File: config.mk
export PLATFORM = sky130hd
export DESIGN_NAME = hb_chopper_ctl
export DESIGN_NICKNAME = d
export VERILOG_FILES = /design/src/rtl/hb_pkg.sv /design/src/rtl/hb_leg.sv /design/src/rtl/hb_regulator.sv /design/src/rtl/hb_mode_select.sv /design/src/rtl/hb_chopper_ctl.sv
export SDC_FILE = /design/constraint.sdc
export NUM_CORES = 1
export LEC_CHECK = 0
export BUFFER_PORTS_ARGS = -buffer_cell sky130_fd_sc_hd__buf_4
export CORE_ASPECT_RATIO = 0.8
export CORE_MARGIN = 1.5
export CORE_UTILIZATION = 60
export CTS_BUF_LIST = sky130_fd_sc_hd__clkbuf_4 sky130_fd_sc_hd__clkbuf_8
export DETAILED_ROUTE_END_ITERATION = 12
export GPL_ROUTABILITY_DRIVEN = 0
export PLACE_DENSITY_LB_ADDON = 0.1
export SYNTH_ARGS = -nofsm -noshare
export SYNTH_HDL_FRONTEND = slang
export SYNTH_SLANG_ARGS = --single-unit
File: constraint.sdc
create_clock -name clk_i -period 2.1 [get_ports clk_i]
set_input_delay 0 -clock clk_i [delete_from_list [all_inputs] [get_ports clk_i]]
set_output_delay 0 -clock clk_i [all_outputs]
set_load 0.02 [all_outputs]
File: src/rtl/hb_pkg.sv
package hb_pkg;

    typedef enum logic [1:0] {
        LEG_OFF  = 2'd0,
        LEG_HIGH = 2'd1,
        LEG_LOW  = 2'd2
    } leg_e;

    typedef struct packed {
        leg_e a;
        leg_e b;
    } bridge_t;

    typedef struct packed {
        logic en;
        logic dir;
        logic slow;
        logic fault;
    } ctl_t;

    localparam bridge_t BRIDGE_OFF   = '{a: LEG_OFF, b: LEG_OFF};
    localparam bridge_t BRIDGE_BRAKE = '{a: LEG_LOW, b: LEG_LOW};

    // diagonal that pushes current in the direction given
    function automatic bridge_t diag_for(input logic fwd);
        bridge_t d;
        if (fwd) begin
            d.a = LEG_HIGH;
            d.b = LEG_LOW;
        end else begin
            d.a = LEG_LOW;
            d.b = LEG_HIGH;
        end
        return d;
    endfunction

    function automatic logic leg_hi(input leg_e s);
        return s == LEG_HIGH;
    endfunction

    function automatic logic leg_lo(input leg_e s);
        return s == LEG_LOW;
    endfunction

endpackage

File: src/rtl/hb_leg.sv
module hb_leg
    import hb_pkg::*;
#(
    parameter int DEAD_CYC = 25
) (
    input  logic clk_i,
    input  logic rst_i,
    input  leg_e req_i,
    output logic hi_o,
    output logic lo_o
);
    localparam int GW = (DEAD_CYC > 1) ? $clog2(DEAD_CYC) : 1;
    localparam logic [GW-1:0] GAP_LAST = GW'(DEAD_CYC - 1);
    localparam int CW = $clog2(DEAD_CYC + 1);

    leg_e          cur_q;
    logic [GW-1:0] gap_q;

    always_ff @(posedge clk_i) begin
        if (rst_i) begin
            cur_q <= LEG_OFF;
            gap_q <= '0;
        end else if (cur_q != LEG_OFF) begin
            if (req_i != cur_q) begin
                cur_q <= LEG_OFF;
                gap_q <= '0;
            end
        end else begin
            if (req_i != LEG_OFF && gap_q == GAP_LAST) begin
                cur_q <= req_i;
            end
            if (gap_q != GAP_LAST) begin
                gap_q <= gap_q + GW'(1);
            end
        end
    end

    assign hi_o = leg_hi(cur_q);
    assign lo_o = leg_lo(cur_q);

    // independent count of fully-off cycles seen at the leg outputs
    logic [CW-1:0] idle_q;
    always_ff @(posedge clk_i) begin
        if (rst_i) begin
            idle_q <= '0;
        end else if (!hi_o && !lo_o) begin
            if (idle_q != CW'(DEAD_CYC)) idle_q <= idle_q + CW'(1);
        end else begin
            idle_q <= '0;
        end
    end

    AST_DEAD_GAP: assert property (@(posedge clk_i) disable iff (rst_i)
        ($rose(hi_o) || $rose(lo_o)) |-> (idle_q == CW'(DEAD_CYC)));

    AST_NO_DIRECT_SWAP: assert property (@(posedge clk_i) disable iff (rst_i)
        $past(lo_o) |-> !hi_o);

endmodule

File: src/rtl/hb_regulator.sv
module hb_regulator #(
    parameter int BLANK_CYC = 50,
    parameter int OFF_CYC   = 1000
) (
    input  logic clk_i,
    input  logic rst_i,
    input  logic en_i,
    input  logic fault_i,
    input  logic trip_i,
    input  logic src_on_i,
    output logic chop_o
);
    localparam int BW = $clog2(BLANK_CYC + 1);
    localparam int OW = $clog2(OFF_CYC + 1);

    logic          src_q;
    logic [BW-1:0] blank_q;
    logic [OW-1:0] off_q;
    logic          chop_q;
    logic          src_rise;
    logic          blanking;
    logic          accept;

    assign src_rise = src_on_i && !src_q;
    assign blanking = src_rise || (blank_q != '0);
    assign accept   = en_i && !fault_i && !chop_q && src_on_i && !blanking && trip_i;

    always_ff @(posedge clk_i) begin
        if (rst_i) begin
            src_q   <= 1'b0;
            blank_q <= '0;
        end else begin
            src_q <= src_on_i;
            if (src_rise) begin
                blank_q <= BW'(BLANK_CYC - 1);
            end else if (blank_q != '0) begin
                blank_q <= blank_q - BW'(1);
            end
        end
    end

    always_ff @(posedge clk_i) begin
        if (rst_i) begin
            chop_q <= 1'b0;
            off_q  <= '0;
        end else if (fault_i || !en_i) begin
            chop_q <= 1'b0;
            off_q  <= '0;
        end else if (chop_q) begin
            if (off_q == '0) begin
                chop_q <= 1'b0;
            end else begin
                off_q <= off_q - OW'(1);
            end
        end else if (accept) begin
            chop_q <= 1'b1;
            off_q  <= OW'(OFF_CYC - 1);
        end
    end

    assign chop_o = chop_q;

    // separate run-length count of the latch for the off-time check
    logic [OW-1:0] run_q;
    always_ff @(posedge clk_i) begin
        if (rst_i) begin
            run_q <= '0;
        end else if (chop_q) begin
            if (run_q != OW'(OFF_CYC)) run_q <= run_q + OW'(1);
        end else begin
            run_q <= '0;
        end
    end

    AST_OFF_TIME: assert property (@(posedge clk_i) disable iff (rst_i)
        ($fell(chop_q) && $past(en_i && !fault_i)) |-> (run_q == OW'(OFF_CYC)));

    AST_TRIP_CAUSE: assert property (@(posedge clk_i) disable iff (rst_i)
        $rose(chop_q) |-> $past(trip_i && src_on_i));

endmodule

File: src/rtl/hb_mode_select.sv
module hb_mode_select
    import hb_pkg::*;
(
    input  logic    clk_i,
    input  logic    rst_i,
    input  ctl_t    ctl_i,
    input  logic    chop_i,
    input  logic    zero_i,
    output bridge_t target_o
);
    logic fast_dec;
    logic zero_q;

    assign fast_dec = !ctl_i.fault && !ctl_i.slow && (!ctl_i.en || chop_i);

    always_ff @(posedge clk_i) begin
        if (rst_i) begin
            zero_q <= 1'b0;
        end else begin
            zero_q <= fast_dec && (zero_q || zero_i);
        end
    end

    always_comb begin
        if (ctl_i.fault) begin
            target_o = BRIDGE_OFF;
        end else if (ctl_i.en && !chop_i) begin
            target_o = diag_for(ctl_i.dir);
        end else if (ctl_i.slow) begin
            target_o = BRIDGE_BRAKE;
        end else if (zero_q || zero_i) begin
            target_o = BRIDGE_OFF;
        end else begin
            target_o = diag_for(!ctl_i.dir);
        end
    end

endmodule

File: src/rtl/hb_chopper_ctl.sv
module hb_chopper_ctl
    import hb_pkg::*;
#(
    parameter int DEAD_CYC  = 25,
    parameter int BLANK_CYC = 50,
    parameter int OFF_CYC   = 1000
) (
    input  logic clk_i,
    input  logic rst_i,
    input  logic en_i,
    input  logic dir_i,
    input  logic slow_i,
    input  logic trip_i,
    input  logic zero_i,
    input  logic fault_i,
    output logic a_hi_o,
    output logic a_lo_o,
    output logic b_hi_o,
    output logic b_lo_o
);
    localparam int NLEG = 2;

    ctl_t    ctl;
    bridge_t target;
    logic    chop;
    logic    src_on;
    leg_e    leg_req [NLEG];
    logic    leg_hi_w [NLEG];
    logic    leg_lo_w [NLEG];

    assign ctl = '{en: en_i, dir: dir_i, slow: slow_i, fault: fault_i};

    hb_mode_select u_mode (
        .clk_i    (clk_i),
        .rst_i    (rst_i),
        .ctl_i    (ctl),
        .chop_i   (chop),
        .zero_i   (zero_i),
        .target_o (target)
    );

    assign leg_req[0] = target.a;
    assign leg_req[1] = target.b;

    for (genvar g = 0; g < NLEG; g++) begin : g_leg
        hb_leg #(.DEAD_CYC(DEAD_CYC)) u_leg (
            .clk_i (clk_i),
            .rst_i (rst_i),
            .req_i (leg_req[g]),
            .hi_o  (leg_hi_w[g]),
            .lo_o  (leg_lo_w[g])
        );
    end

    assign src_on = leg_hi_w[0] || leg_hi_w[1];

    hb_regulator #(.BLANK_CYC(BLANK_CYC), .OFF_CYC(OFF_CYC)) u_reg (
        .clk_i    (clk_i),
        .rst_i    (rst_i),
        .en_i     (en_i),
        .fault_i  (fault_i),
        .trip_i   (trip_i),
        .src_on_i (src_on),
        .chop_o   (chop)
    );

    assign a_hi_o = leg_hi_w[0];
    assign a_lo_o = leg_lo_w[0];
    assign b_hi_o = leg_hi_w[1];
    assign b_lo_o = leg_lo_w[1];

    AST_FAULT_OFF: assert property (@(posedge clk_i) disable iff (rst_i)
        $past(fault_i) |-> !(a_hi_o || a_lo_o || b_hi_o || b_lo_o));

    AST_ZERO_CUT: assert property (@(posedge clk_i) disable iff (rst_i)
        $past(zero_i && !en_i && !slow_i && !fault_i)
        |-> !(a_hi_o || a_lo_o || b_hi_o || b_lo_o));

    AST_BRAKE_HOLD: assert property (@(posedge clk_i) disable iff (rst_i)
        ($past(!en_i && slow_i && !fault_i) && $past(a_lo_o && b_lo_o))
        |-> (a_lo_o && b_lo_o && !a_hi_o && !b_hi_o));

endmodule

==> results.cfg, run 1 <==
[run_status]
status = finished, final reports clean

[timing]
fin_crit_sh_pct = 84.4
setup_violations = 0
worst_pin_slew_ns = 0.461
skew_ns = 0.00355
drv_slew = 0
fin_ws_ns = 0.328
fin_setup_tns_ns = 0
fmaxAchievable_mhz = 564
hold_ws_ns = 0.0118
relSlewSlack_pct = 68.9
rsz0062_at_grt = no
final-hold-violation-count = 0
min_period_ns = 1.77

[route]
drtPass1Iterations = 4
detail-route-antenna-nets = 0
wl_per_cell_um = 13.4
avgViaCountPerCell = 5.93
via_count = 1659
drt_iter0_drc = 108
drt-total-wl_um = 3760
drc = 0

[logic_synthesis]
synth_mux_area_share_pct = 3.37
synth-seq-area-share_pct = 34.9
synth_nets = 241
synth.largest_area_cell = dfxtp_1
ys.flop_type = dfxtp_1
avgSynthCellArea_sq_um = 8.39
synthTopCellsByArea = dfxtp_1 35%, ha_1 4.6%, nor3_1 4.5%, nor2_1 4.4%, nand3_1 3.4%
synthCells = 226
yosysWarnings = 0
synthSimpleGateAreaFrac_pct = 32.2
synth-adder-area-share_pct = 4.62
yosys_register_bits = 33
synth_top_family_by_area = simple AND/OR/NAND/NOR gates
synth_area_sq_um = 1900
synth_compound_area_share_pct = 16.0
synth_xor_area_share_pct = 3.70
synth_top_area_share_pct = 34.9
synth.distinct_cells = 50
synth_edf_count = 0
synthArstFlopShare_pct = 0

[layout]
area_growth_pct = 10.6
finalCoreUtilization_pct = 69.0
final_common_cell = dfxtp_1
final_cells = 280
fillers = 251
nets = 254
layout_common_cells = 33 x dfxtp_1, 22 x nor2_1, 17 x nor3_1
antenna_cells = 0
drive_gt1_share_pct = 13.8

[die]
fp-row-count = 18
die_y_um = 53.3
dieArea_sq_um = 3510
core_area_sq_um = 3040
io_pins = 12
start_util_pct = 62.3
chipWidth_um = 65.8

[power_and_ir_drop]
switching_power_uw = 521
p_sw_share_pct = 30.2
p_seq_share_pct = 44.2
power.density_nw_per_um2 = 822
peakVddDrop_mv = 0.744
pwr-share-clk_pct = 28.4
p_leak_nw = 0.819
power_frac_comb_pct = 27.4
p_int_mw = 1.20

[setup_path]
r2r-start = u_reg.chop_o$_SDFF_PP0_
path_class = reg2reg
critPathLaunchType = flip-flop
cp.arrival_ns = 1.94
cp_max_fo = 9
startpoint = u_reg.chop_o$_SDFF_PP0_
crit_required_ns = 2.27
cp-end-kind = flip-flop

[hold_path]
hp-class = in2reg
min_from = fault_i

[global_route]
grt_pass1_vias = 1409
grt_pass1_wl_um = 6150
grt_antenna_before_repair = 0
grt.total_usage_pct = 23.1
grt-ovfl-total = 0
grt_max_degree = 19

[cts]
numCtsBuffers = 5
cts.path.max_buffers = 2
cts.clk_slew.worst_paths_ns = 0.06
htreeDepth = 2
cts-resized-gates = 0
clk_latency_ns = 0.28
clockRootBuffer = clkbuf_8
clock-sinks = 33
cts_tree = done

[placement]
dp_slack_ns = 0.331
numPortBuffers = 11
dp_hpwl_um = 2820
dp_cells = 271

[flow_run]
cap_violations = 0
layout make-up:
cell class | count | area [sq um] | share of cell area [%]
repair buffers | 14 | 108 | 5.13
inverters | 14 | 52.6 | 2.51
well taps | 40 | 50.0 | 2.39
clock buffers | 8 | 91.3 | 4.36
flip-flops and latches | 33 | 661 | 31.5
multi-input cells | 171 | 1130 | 54.1
kinds of logic after synthesis:
logic type      Yosys count
compound gates           44
flops                    33
xor+xnor                  8
fa+ha+maj                 7
buf+inv                  22
simple gates            106
mux                       6
Yosys cell counts, drive strengths merged (2+ instances only):
cell     count
a2111oi      2
a211o        2
a211oi       4
a21o         2
a21oi       12
a31oi        3
and2b        2
and3         4
buf          3
clkbuf       5
dfxtp       33
ha           7
inv         14
mux2         3
mux2i        3
nand2       10
nand2b       2
nand3       13
nand3b       3
nand4b       3
nor2        24
nor2b        6
nor3        18
nor3b        4
nor4         5
o211ai       3
o21ai        6
o22ai        2
o31ai        2
or3          7
xnor2        6
xor2         2
flip-flops by register name, summed over array words and instances (netlist names):
register,cells
g_leg.u_leg.cur_q,4
u_reg.off_q,10
g_leg.u_leg.gap_q,10
u_reg.chop_o,1
u_reg.src_q,1
u_mode.zero_q,1
u_reg.blank_q,6
power by group through the flow:
stage | Sequential [mW] | Combinational [mW] | Clock [mW]
floorplan | 0.761 | 0.398 | 0
global placement | 0.769 | 0.455 | 0
detailed placement | 0.773 | 0.473 | 0
CTS | 0.760 | 0.477 | 0.498
global route | 0.769 | 0.531 | 0.524
finish | 0.761 | 0.473 | 0.489
stage by stage:
stage | power, mW | area [sq um]
floorplan | 1.16 | 1900
global placement | 1.22 | 2000
detailed placement | 1.25 | 2000
CTS | 1.74 | 2100
global route | 1.82 | 2100
finish | 1.72 | 2100
timing repair:
action / 4_1_cts / 5_1_grt
hold buffers: 1 / 0
endpoints found under the hold margin: 1 / 0
buffers inserted: 0 / 0
per-layer routing:
layer | GRT usage, % | vias up | part of all wire, %
li1 | - | 852 | -
met1 | 30.3 | 779 | 49
met2 | 38.7 | 24 | 47
met3 | 5.11 | 4 | 3.0
met4 | 5.56 | 0 | 0.91
met5 | 0 | - | 0
worst paths after layout:
check | endpoint | slack (ns) | cells after the start
setup / recovery | g_leg[1].u_leg.gap_q[3]$_SDFFE_PP0P_ | 0.33 | 5
hold / removal | g_leg[0].u_leg.cur_q[0]$_SDFFE_PP0P_ | 0.01 | 2
setup reg to reg | g_leg[1].u_leg.gap_q[3]$_SDFFE_PP0P_ | 0.33 | 5
hold reg to reg | g_leg[0].u_leg.gap_q[4]$_SDFFE_PP0P_ | 0.52 | 2
worst max-delay path: stages (launching register included):
cell and delay, ns:
dfxtp_1 0.40, nand2b_4 0.21, a31o_1 0.25, a221oi_2 0.41
nor2_2 0.09, a211o_1 0.30
Note: power is estimated with default switching activity, not from simulation.
==> inputs of run 2 (changes only) <==
--- a/config.mk
+++ b/config.mk
@@ -5,10 +5,11 @@
 export SDC_FILE = /design/constraint.sdc
 export NUM_CORES = 1
 export LEC_CHECK = 0
+export ABC_AREA = 1
 export BUFFER_PORTS_ARGS = -buffer_cell sky130_fd_sc_hd__buf_4
 export CORE_ASPECT_RATIO = 0.8
 export CORE_MARGIN = 1.5
-export CORE_UTILIZATION = 60
+export CORE_UTILIZATION = 57
 export CTS_BUF_LIST = sky130_fd_sc_hd__clkbuf_4 sky130_fd_sc_hd__clkbuf_8
 export DETAILED_ROUTE_END_ITERATION = 12
 export GPL_ROUTABILITY_DRIVEN = 0
==> constraint.sdc (replaced) <==
create_clock -name clk_i -period 1.5 [get_ports clk_i]
set_input_delay 0 -clock clk_i [delete_from_list [all_inputs] [get_ports clk_i]]
set_output_delay 0 -clock clk_i [all_outputs]
set_load 0.02 [all_outputs]
==> results.cfg, run 2 <==
[route]
drt-total-wl_um = 4930
drtPass1Iterations = 4
drt_iter0_drc = 138
drc = 0
detail-route-antenna-nets = 0
dr_wl_met3_um = 307
wl_per_cell_um = 12.1
via_count = 2206
avgViaCountPerCell = 5.41
dr_wl_met2_um = 2120
met1_length_um = 2400
dr.max_layer_used = met4

[run_status]
violations = setup timing
status = complete, but fails checks

[timing]
rsz0062_at_grt = yes
drv_slew = 0
fin_ws_ns = -0.0887
final-hold-violation-count = 0
skew_ns = 0.00827
fin_crit_sh_pct = 106
worst_pin_slew_ns = 0.461
min_period_ns = 1.59
relSlewSlack_pct = 69.2
setup_violations = 10
fmaxAchievable_mhz = 629

[global_route]
grt_pass1_wl_um = 8110
grt_pass1_vias = 1920
grt_antenna_before_repair = 0
grt-ovfl-total = 0
grt_max_degree = 14
grt.total_usage_pct = 25.0

[logic_synthesis]
yosys_register_bits = 33
yosysWarnings = 0
synth-seq-area-share_pct = 31.2
synthTopCellsByArea = dfxtp_1 31%, nand2_1 13%, nand3_1 11%, inv_1 7.8%, nor2_1 5.5%
ys.flop_type = dfxtp_1
synthCells = 324
synthMostInstantiatedCell = nand2_1
netlist_top_cells_count = 71 x nand2_1, 48 x nand3_1, 44 x inv_1
synth_nets = 339
synth_edf_count = 0
synthArstFlopShare_pct = 0
synth_area_sq_um = 2120
synth.distinct_cells = 31
synth_top_area_share_pct = 31.2
avgSynthCellArea_sq_um = 6.53
synth.largest_area_cell = dfxtp_1

[layout]
drive_gt1_share_pct = 26.2
layout_common_cells = 65 x nand2_1, 47 x nand3_1, 42 x inv_1
finalCoreUtilization_pct = 75.7
antenna_cells = 0
largest_registers = g_leg.u_leg.gap_q: 10 flops, u_reg.off_q: 10 flops, u_reg.blank_q: 6 flops
nets = 380
final_common_cell = nand2_1
area_growth_pct = 24.9

[die]
dieArea_sq_um = 4090
io_pins = 12
fp-row-count = 19
die_y_um = 57.5
start_util_pct = 60.6
chipWidth_um = 71.1
core_area_sq_um = 3490

[setup_path]
crit_required_ns = 1.70
path_class = reg2reg
cp_max_fo = 4
cp_cell_sequence = inv_2 -> ha_4 -> nand3_4 -> nor2_4 -> nand4_1 -> nand2_4 -> buf_4 -> nand3_1 -> a21oi_1
critPathLaunchType = flip-flop
critical-path-max-stage-delay_ns = 0.33
crit_cells = 9
crit_buf_inv = 2
cp-end-kind = flip-flop
ff2ff_path_depth = 9
crit_family = simple AND/OR/NAND/NOR gates
cpMaxStageDelayCell = dfxtp_1
cp.arrival_ns = 1.79

[placement]
numPortBuffers = 11
dp_slack_ns = -0.0704
dp_hpwl_um = 3390

[cts]
clk_latency_ns = 0.29
htreeDepth = 2
cts_tree = done
cts.clk_slew.worst_paths_ns = 0.07
clockRootBuffer = clkbuf_8
clock-sinks = 33
cts.path.max_buffers = 2
numCtsBuffers = 5

[power_and_ir_drop]
power.density_nw_per_um2 = 1540
p_seq_share_pct = 30.6
p_sw_share_pct = 40.2
pwr-share-clk_pct = 22.0
peakVddDrop_mv = 0.961
power_frac_comb_pct = 47.4
p_leak_nw = 1.31
switching_power_mw = 1.64
p_int_mw = 2.44

[hold_path]
hp-class = in2reg
holdPathStages = 4

[flow_run]
cap_violations = 0
[run 2: cell types whose count changed in the layout (fill, tap and decap cells not counted), sizes merged, moves of 7 or more]
cell and delta:
inv +39, or3 -7, nand2 +72, nand3 +37
nor3 -9, buf +21, nor2 +16
[run 2: cell type report]
type	count	area [sq um]
clock buffers	7	90.1
fillers	279	851
flip-flops and latches	33	664
well taps	42	52.6
clock inverters	1	30.0
repair buffers	35	278
multi-input cells	237	1330
inverters	53	201
[run 2: cell families (layout without fill, tap and decap cells)]
family / Yosys count / after routing / share of synthesized area, %
AOI/OAI and AO/OA: 31 / 31 / 8.63
xor gates and xnor gates: 3 / 3 / 1.24
adders and majority gates: 7 / 7 / 4.14
buffers and inverters: 56 / 96 / 10.5
DFF: 33 / 33 / 31.2
and+or+nand+nor: 194 / 196 / 44.3
[run 2: path summary, 6_finish.rpt]
kind	from	endpoint	slack [ns]
worst max register to register	u_reg.off_q[1]$_SDFFE_PP0P_	u_reg.off_q[9]$_SDFFE_PP0P_	-0.09
worst min-delay path	slow_i	u_mode.zero_q$_SDFF_PP0_	0.01
worst max-delay path	u_reg.off_q[1]$_SDFFE_PP0P_	u_reg.off_q[9]$_SDFFE_PP0P_	-0.09
worst min register to register	u_reg.off_q[6]$_SDFFE_PP0P_	u_reg.off_q[6]$_SDFFE_PP0P_	0.48
[run 2: timing repair]
item,CTS,global route
pin swaps,3,15
resized for setup,3,15
hold buffers,1,0
endpoints found under the hold margin,7,0
setup endpoints to repair,9,23
cloned,0,2
buffers inserted,4,2
[run 2: metal layers]
| layer | vias up | track usage, % |
|---|---|---|
| met5 | - | 0 |
| met4 | 0 | 9.97 |
| met3 | 17 | 5.30 |
| met2 | 74 | 38.1 |
| met1 | 987 | 34.8 |
| li1 | 1128 | - |
[run 2: worst min-delay path: stages]
cell and delay (ns):
buf_4 0.09, inv_1 0.05, nand3_1 0.07, nor3_1 0.04
[run 2: power groups by stage]
stage | sequential (mW) | combinational (mW) | clock, mW
finish | 1.25 | 1.93 | 0.894
global route | 1.27 | 2.21 | 0.944
CTS | 1.25 | 1.86 | 0.912
detailed placement | 1.27 | 1.84 | 0
global placement | 1.26 | 1.81 | 0
floorplan | 1.23 | 1.38 | 0
[run 2: metrics by stage]
step	cell area, sq um	hold slack [ns]	total power, mW	TNS [ns]	instances
2_1_floorplan	2140	0.192	2.62	0	324
3_3_place_gp	2380	0.233	3.07	0	391
3_5_place_dp	2380	0.237	3.11	-0.436	391
4_1_cts	2560	0.0177	4.02	0	404
5_1_grt	2640	0.0399	4.43	-1.10	408
6_report	2640	0.0143	4.07	-0.377	408
==> inputs of run 3 (changes only) <==
--- a/config.mk
+++ b/config.mk
@@ -9,7 +9,7 @@
 export BUFFER_PORTS_ARGS = -buffer_cell sky130_fd_sc_hd__buf_4
 export CORE_ASPECT_RATIO = 0.8
 export CORE_MARGIN = 1.5
-export CORE_UTILIZATION = 57
+export CORE_UTILIZATION = 60
 export CTS_BUF_LIST = sky130_fd_sc_hd__clkbuf_4 sky130_fd_sc_hd__clkbuf_8
 export DETAILED_ROUTE_END_ITERATION = 12
 export GPL_ROUTABILITY_DRIVEN = 0
==> constraint.sdc (replaced) <==
create_clock -name clk_i -period 2 [get_ports clk_i]
set_input_delay 0 -clock clk_i [delete_from_list [all_inputs] [get_ports clk_i]]
set_output_delay 0 -clock clk_i [all_outputs]
set_load 0.02 [all_outputs]
==> results.cfg, run 3 (synthesis results as in run 2) <==
[timing]
drv_slew = 0
setup_violations = 0
worst_pin_slew_ns = 0.405
final-hold-violation-count = 0
fin_ws_ns = 0.146
fin_crit_sh_pct = 92.7
skew_ns = 0.00656
min_period_ns = 1.85
fmaxAchievable_mhz = 539
rsz0062_at_grt = no
relSlewSlack_pct = 72.9
fin_setup_tns_ns = 0
hold_ws_ns = 0.0145

[global_route]
grt.total_usage_pct = 24.1
grt_max_degree = 14
grt_pass1_wl_um = 7650
grt-ovfl-total = 0
grt_antenna_before_repair = 0
grt_pass1_vias = 1879

[layout]
multi_input_area_sq_um = 1230
fillers = 295
final_common_cell = nand2_1
nets = 359
drive_gt1_share_pct = 17.4
area_growth_pct = 13.0
register_area_sq_um = 661
largest_registers = g_leg.u_leg.gap_q: 10 flops, u_reg.off_q: 10 flops, u_reg.blank_q: 6 flops
antenna_cells = 0
layout_common_cells = 71 x nand2_1, 48 x nand3_1, 44 x inv_1
finalCoreUtilization_pct = 70.4

[hold_path]
holdPathStages = 4
hp-class = in2reg
holdPathEnd = u_mode.zero_q$_SDFF_PP0_
min_from = slow_i

[cts]
numCtsBuffers = 5
htreeDepth = 2
cts-hold-fix-buffers = 1
postCtsSetupBuffers = 0
cts-resized-gates = 0
clock-sinks = 33
cts_tree = done
clk_latency_ns = 0.29
cts.clk_slew.worst_paths_ns = 0.07
clockRootBuffer = clkbuf_8
cts.path.max_buffers = 2

[setup_path]
cp_cell_sequence = inv_1 -> ha_1 -> nand3_1 -> nor2_2 -> nand4_1 -> nand2_2 -> nand2_4 -> o21ai_1 -> nor2_1
cpMaxStageDelayCell = dfxtp_1
path_class = reg2reg
r2r_end = u_reg.off_q[0]$_SDFFE_PP0P_
regToRegSetupSlack_ns = 0.15
critical-path-max-stage-delay_ns = 0.33
cp-end-kind = flip-flop
ff2ff_path_depth = 9
cp.arrival_ns = 2.05
cp_max_fo = 10
crit_required_ns = 2.19
r2r-start = u_reg.off_q[0]$_SDFFE_PP0P_
critPathLaunchType = flip-flop
startpoint = u_reg.off_q[0]$_SDFFE_PP0P_

[die]
start_util_pct = 62.3
dieArea_sq_um = 3900
core_area_sq_um = 3400
chipWidth_um = 69.4
fp-row-count = 19
io_pins = 12
die_y_um = 56.1

[power_and_ir_drop]
power_mw = 2.92
power.density_nw_per_um2 = 1220
p_leak_nw = 1.17
peakVddDrop_mv = 0.803

[route]
avgViaCountPerCell = 5.26
detail-route-antenna-nets = 0
drt-total-wl_um = 4360
wl_per_cell_um = 11.3
drc = 0
drt_iter0_drc = 112
via_count = 2035
drtPass1Iterations = 5

[run_status]
status = finished, final reports clean

[placement]
dp_slack_ns = 0.223
numPortBuffers = 11
dp_hpwl_um = 3160

[flow_run]
cap_violations = 0
-- run 3: cell types whose count changed in the layout (fill, tap and decap cells not counted), sizes merged --
cell,change
buf,-19
nor2,-2
-- run 3: per-layer routing --
| layer | global-route usage (%) | wire, um | vias up |
|---|---|---|---|
| met5 | 0 | 0 | - |
| met4 | 6.72 | 43 | 0 |
| met3 | 6.70 | 278 | 4 |
| met2 | 39.7 | 1920 | 47 |
| met1 | 31.2 | 2110 | 901 |
| li1 | - | - | 1083 |
-- run 3: worst max-delay path, delay by kind of cell, from the launching register on --
kind	cells	cell delay, ns
and+or+nand+nor	6	0.86
buffers and inverters	1	0.17
DFF	1	0.33
AOI/OAI and AO/OA	1	0.15
adders and majority gates	1	0.23
-- run 3: area by class of cell --
cell class | count | share of cell area (%)
clock buffer | 7 | 3.77
timing repair buffer | 16 | 5.13
sequential | 33 | 27.6
tap | 42 | 2.20
inverter | 53 | 8.42
multi-input combinational | 235 | 51.6
clock inverter | 1 | 1.26
-- run 3: report_power, final --
group | internal [mW] | leakage [nW] | switching [mW] | total (mW)
logic | 0.497 | 0.840 | 0.795 | 1.29
registers | 0.818 | 0.269 | 0.126 | 0.944
clock network | 0.420 | 0.0619 | 0.260 | 0.680
-- run 3: metrics by stage --
| stage | instances | area [sq um] |
|---|---|---|
| final | 387 | 2390 |
| after global routing | 387 | 2390 |
| after CTS | 387 | 2390 |
| after detailed placement | 378 | 2260 |
| after global placement | 378 | 2260 |
| after floorplan | 324 | 2120 |
-- run 3: how the worst max path moves through the flow --
stage | to | slack [ns]
2_1_floorplan | u_reg.off_q[0]$_SDFFE_PP0P_ | 0.45
3_3_place_gp | u_reg.off_q[0]$_SDFFE_PP0P_ | 0.30
3_5_place_dp | u_reg.off_q[0]$_SDFFE_PP0P_ | 0.22
4_1_cts | u_reg.off_q[0]$_SDFFE_PP0P_ | 0.16
5_1_grt | u_reg.off_q[1]$_SDFFE_PP0P_ | 0.004
6_report | u_reg.off_q[0]$_SDFFE_PP0P_ | 0.15
